$ cat src/rtl/dma_page_pkg.sv
package dma_page_pkg;

    // I/O port of each channel's page register; 0 means no page register
    function automatic logic [7:0] page_port(input int unsigned ch);
        case (ch)
            0:       return 8'h87;
            1:       return 8'h83;
            2:       return 8'h81;
            3:       return 8'h82;
            5:       return 8'h8B;
            6:       return 8'h89;
            7:       return 8'h8A;
            default: return 8'h00;
        endcase
    endfunction

    function automatic logic has_page(input int unsigned ch);
        return (ch < 8) && (ch != 4);
    endfunction

endpackage

$ cat src/rtl/page_decode.sv
module page_decode #(
    parameter int IO_AW = 16,
    parameter int CH_W  = 3
) (
    input  logic [IO_AW-1:0] io_addr,
    output logic             hit,
    output logic [CH_W-1:0]  sel
);
    import dma_page_pkg::*;

    localparam int NCH = 1 << CH_W;

    logic [NCH-1:0] match;

    for (genvar i = 0; i < NCH; i++) begin : g_cmp
        if (has_page(i)) begin : g_port
            localparam logic [IO_AW-1:0] PORT = IO_AW'(page_port(i));
            assign match[i] = (io_addr == PORT);
        end else begin : g_none
            assign match[i] = 1'b0;
        end
    end

    always_comb begin
        hit = |match;
        sel = '0;
        for (int i = 0; i < NCH; i++) begin
            if (match[i]) sel = CH_W'(i);
        end
    end

endmodule

$ cat src/rtl/page_regfile.sv
module page_regfile #(
    parameter int CH_W   = 3,
    parameter int PAGE_W = 8
) (
    input  logic                           clk,
    input  logic                           rst_n,
    input  logic                           we,
    input  logic [CH_W-1:0]                wsel,
    input  logic [PAGE_W-1:0]              wdata,
    output logic [(1<<CH_W)-1:0][PAGE_W-1:0] pages
);
    import dma_page_pkg::*;

    localparam int NCH = 1 << CH_W;

    typedef struct packed {
        logic [NCH-1:0][PAGE_W-1:0] pg;
    } regs_t;

    regs_t regs_d, regs_q;

    always_comb begin
        regs_d = regs_q;
        if (we && has_page(32'(wsel))) begin
            regs_d.pg[wsel] = wdata;
        end
    end

    always_ff @(posedge clk) begin
        if (!rst_n) regs_q <= '0;
        else        regs_q <= regs_d;
    end

    assign pages = regs_q.pg;

endmodule

$ cat src/rtl/addr_former.sv
module addr_former #(
    parameter int PAGE_W = 8,
    parameter int CA_W   = 16
) (
    input  logic                   clk,
    input  logic                   rst_n,
    input  logic                   xfer_active,
    input  logic                   word_mode,
    input  logic [PAGE_W-1:0]      page,
    input  logic [CA_W-1:0]        cur_addr,
    output logic [PAGE_W+CA_W-1:0] sys_addr
);
    localparam int AW = PAGE_W + CA_W;

    typedef struct packed {
        logic [AW-1:0] addr;
    } st_t;

    st_t st_d, st_q;

    always_comb begin
        st_d.addr = '0;
        if (xfer_active) begin
            if (word_mode) st_d.addr = {page[PAGE_W-1:1], cur_addr, 1'b0};
            else           st_d.addr = {page, cur_addr};
        end
    end

    always_ff @(posedge clk) begin
        if (!rst_n) st_q <= '0;
        else        st_q <= st_d;
    end

    assign sys_addr = st_q.addr;

endmodule

$ cat src/rtl/dma_page_addr.sv
module dma_page_addr #(
    parameter int IO_AW  = 16,
    parameter int CH_W   = 3,
    parameter int PAGE_W = 8,
    parameter int CA_W   = 16
) (
    input  logic                   clk,
    input  logic                   rst_n,
    input  logic                   io_wr,
    input  logic                   io_rd,
    input  logic [IO_AW-1:0]       io_addr,
    input  logic [PAGE_W-1:0]      io_wdata,
    output logic [PAGE_W-1:0]      io_rdata,
    input  logic [CH_W-1:0]        chan,
    input  logic [CA_W-1:0]        cur_addr,
    input  logic                   word_mode,
    input  logic                   xfer_active,
    output logic [PAGE_W+CA_W-1:0] sys_addr
);
    localparam int NCH = 1 << CH_W;

    typedef struct packed {
        logic [PAGE_W-1:0] rdata;
    } rd_t;

    logic                        dec_hit;
    logic [CH_W-1:0]             dec_sel;
    logic [NCH-1:0][PAGE_W-1:0]  pages;
    rd_t                         rd_d, rd_q;

    page_decode #(.IO_AW(IO_AW), .CH_W(CH_W)) u_dec (
        .io_addr (io_addr),
        .hit     (dec_hit),
        .sel     (dec_sel)
    );

    page_regfile #(.CH_W(CH_W), .PAGE_W(PAGE_W)) u_regs (
        .clk   (clk),
        .rst_n (rst_n),
        .we    (io_wr && dec_hit),
        .wsel  (dec_sel),
        .wdata (io_wdata),
        .pages (pages)
    );

    addr_former #(.PAGE_W(PAGE_W), .CA_W(CA_W)) u_form (
        .clk         (clk),
        .rst_n       (rst_n),
        .xfer_active (xfer_active),
        .word_mode   (word_mode),
        .page        (pages[chan]),
        .cur_addr    (cur_addr),
        .sys_addr    (sys_addr)
    );

    always_comb begin
        rd_d.rdata = '0;
        if (io_rd && dec_hit) rd_d.rdata = pages[dec_sel];
    end

    always_ff @(posedge clk) begin
        if (!rst_n) rd_q <= '0;
        else        rd_q <= rd_d;
    end

    assign io_rdata = rd_q.rdata;

endmodule

$ cat config.mk
export PLATFORM = sky130hd
export DESIGN_NAME = dma_page_addr
export DESIGN_NICKNAME = d
export VERILOG_FILES = /design/src/rtl/dma_page_pkg.sv /design/src/rtl/page_decode.sv /design/src/rtl/page_regfile.sv /design/src/rtl/addr_former.sv /design/src/rtl/dma_page_addr.sv
export SDC_FILE = /design/constraint.sdc
export NUM_CORES = 1
export LEC_CHECK = 0
export BUFFER_PORTS_ARGS = -buffer_cell sky130_fd_sc_hd__buf_4
export CORE_MARGIN = 1
export CORE_UTILIZATION = 60
export CTS_CLUSTER_SIZE = 12
export DETAILED_ROUTE_END_ITERATION = 10
export HOLD_SLACK_MARGIN = 0.05
export PLACE_DENSITY_LB_ADDON = 0.12
export SLEW_MARGIN = 20
export SYNTH_ARGS = -nofsm -noshare
export SYNTH_HDL_FRONTEND = slang
export SYNTH_SLANG_ARGS = --single-unit
$ cat constraint.sdc
create_clock -name clk -period 2.7 [get_ports clk]
set_input_delay 0.405 -clock clk [delete_from_list [all_inputs] [get_ports clk]]
set_output_delay 0.405 -clock clk [all_outputs]
set_load 0.005 [all_outputs]
==> results.cfg <==
[detailed_routing]
wl_per_cell_um = 18.13
met2_length_mm = 5.273
drt_iter0_markers = 209
ant_nets = 0
drt-pass1-iter-count = 5
top_layer = met4
drc_errors = 0
drt-total-wl_mm = 10.63
wl_met1_mm = 4.183
num_vias = 3585
via_per_inst = 6.118
wl_met3_um = 767

[die]
rows = 30
die_y_um = 87.18
core_sq_mm = 0.006907
die_x_um = 87.18
initial_utilization = 0.6303
io-pin-count = 81
dieArea_sq_mm = 0.007599

[synthesis]
ys_seq_area_frac = 0.4415
yosysWarnings = 0
synth_seq_cells = 96
synth-main-ff-cell = dfxtp_1
synth_edf_count = 0
syn-cell-area_sq_mm = 0.004353
synthDominantCellAreaShare = 0.4415
yosysTopAreaCell = dfxtp_1
async_flop_share = 0
syn_inst = 418
syn_avg_cell_area_sq_um = 10.41
synth_cell_types = 34
synth_area_leaders = dfxtp_1 44%, mux2i_1 16%, mux4_2 8.3%
syn-num-nets = 467

[finish]
nNetsFinal = 534
area_growth_pct = 18.83
layout_common_cells = 96 x dfxtp_1, 88 x buf_4, 71 x mux2i_1
seqCellArea_sq_mm = 0.001922
drive_above_1_share = 0.2633
multi_input_area_sq_mm = 0.002296
nFillCells = 527
antenna_cells = 0
layout_commonest_cell = dfxtp_1

[setup_path]
path_delay_family = simple AND/OR/NAND/NOR gates
cp-end-kind = register
critical_path.max_stage_delay_ns = 0.59
critPathKind = primary input to register
critPathSlowestCell = nor3_4
critPathBufInv = 1
worst_ep_arrival_time_ns = 2.20
start_kind = primary input
crit_fanout = 12
crit_required_ns = 2.98
path_cells = buf_4, nor4_4, nand4_4, nor3_4, mux2i_1

[global_route]
gr-usage-all-layers = 0.2941
antenna_found_initial = 0
grt_pass1_vias = 3463
grt_pass1_wl_mm = 16.89
grt_max_degree = 73
grt_overflow_total = 0

[clocking]
clock_tree.buffer_depth = 2
cts_setup_buffers = 0
cts_resized = 0
cts_inserted_buffers = 9
path_clk_slew_ns = 0.09
clock_latency_ns = 0.36
ctsRootBufferMaster = clkbuf_8
cts_tree = done
cts_hold_buf = 0
ctsHtreeMaxLevel = 3
cts.sinks = 96

[place]
routabilityCongestion = 0.8376
port_buffers = 80
dp_hpwl_mm = 7.741
place_ws_ns = 0.4401

[timing]
min_period_over_period = 0.7100
slew_headroom = 0.5426
finalHoldViolCount = 0
clock.fmax_mhz = 521.7
rsz0062_at_grt = no
setup_violations = 0
setup_ws_ns = 0.7831
maxSlewViolCount = 0
finalSetupTns_ns = 0
tightest_slew_ns = 0.6861
fin_skew_ns = 0.01289
period_needed_ns = 1.917

[pwr]
p_total_mw = 2.483
power_density_mw_per_mm2 = 480.0
p_leak_nw = 1.984
irDropWorstVdd_uv = 304.7

[outcome]
outcome = completed

[worst_hold_path]
min_path_type = primary input to register

[job]
max_cap_violations = 0
-- final timing paths --
kind,end,depth (start not counted),from,slack [ns]
worst max-delay path,u_regs.pages[47]$_SDFFE_PN0P_,5,io_addr[9],0.78
worst min-delay path,u_form.sys_addr[2]$_SDFF_PN0_,3,cur_addr[2],0.28
worst max register to register,u_form.sys_addr[16]$_SDFF_PN0_,4,u_regs.pages[56]$_SDFFE_PN0P_,1.31
worst min register to register,u_regs.pages[33]$_SDFFE_PN0P_,1,u_regs.pages[33]$_SDFFE_PN0P_,0.46
-- cells in the mapped netlist, types with 8 or more instances --
master and n:
mux2i_1 71, nand3_1 24, a21boi_0 14, nor2_1 26, buf_2 8, o21ai_0 16
o22a_1 8, mux4_2 16, and2_1 10, o221ai_1 8, nand2_1 52, dfxtp_1 96
clkbuf_1 22, a22oi_1 16
-- cells by family after synthesis --
kind of cell	count (synthesis)	synth area share
simple gates	136	0.1702
flops	96	0.4415
mux	88	0.2486
compound gates	65	0.1072
buf+inv	33	0.03248
-- flip-flops by register name, indices dropped and copies added, names as in the netlist --
signal           flops
io_rdata             8
u_form.sys_addr     24
u_regs.pages        64
-- layer usage --
layer / global-route usage / up-vias
li1: - / 1655
met1: 0.3675 / 1727
met2: 0.4810 / 167
met3: 0.04739 / 36
met4: 0.1773 / 0
met5: 0 / -
-- where the power goes --
group | leakage, nW | switching (mW) | internal (mW)
sequential | 0.775 | 0.00279 | 1.43
combinational | 1.13 | 0.120 | 0.100
clock | 0.0831 | 0.496 | 0.338
total | 1.98 | 0.619 | 1.86
-- through the flow --
| stage | std cells | instance area (sq um) | util | hold WS [ns] |
|---|---|---|---|---|
| after floorplan | 418 | 4353 | - | 0.4241 |
| after global placement | 570 | 5002 | 0.7243 | 0.4409 |
| after detailed placement | 570 | 5002 | 0.7243 | 0.4389 |
| after CTS | 586 | 5172 | 0.7489 | 0.2714 |
| after global routing | 586 | 5172 | 0.7489 | 0.2831 |
| final | 586 | 5172 | 0.7489 | 0.2780 |
-- final cells by class --
type,instances,share of cell area
Clock buffer,10,0.02467
Inverter,1,0.0007257
Sequential cell,96,0.3716
Timing Repair Buffer,88,0.1277
Multi-Input combinational cell,289,0.4439
Tap cell,96,0.02322
Clock inverter,6,0.008224
-- tightest hold or removal path, stage by stage --
cell,delay (ns)
buf_4,0.08
mux2i_1,0.05
nor2_1,0.07
Power figures use the tool's default switching activity.
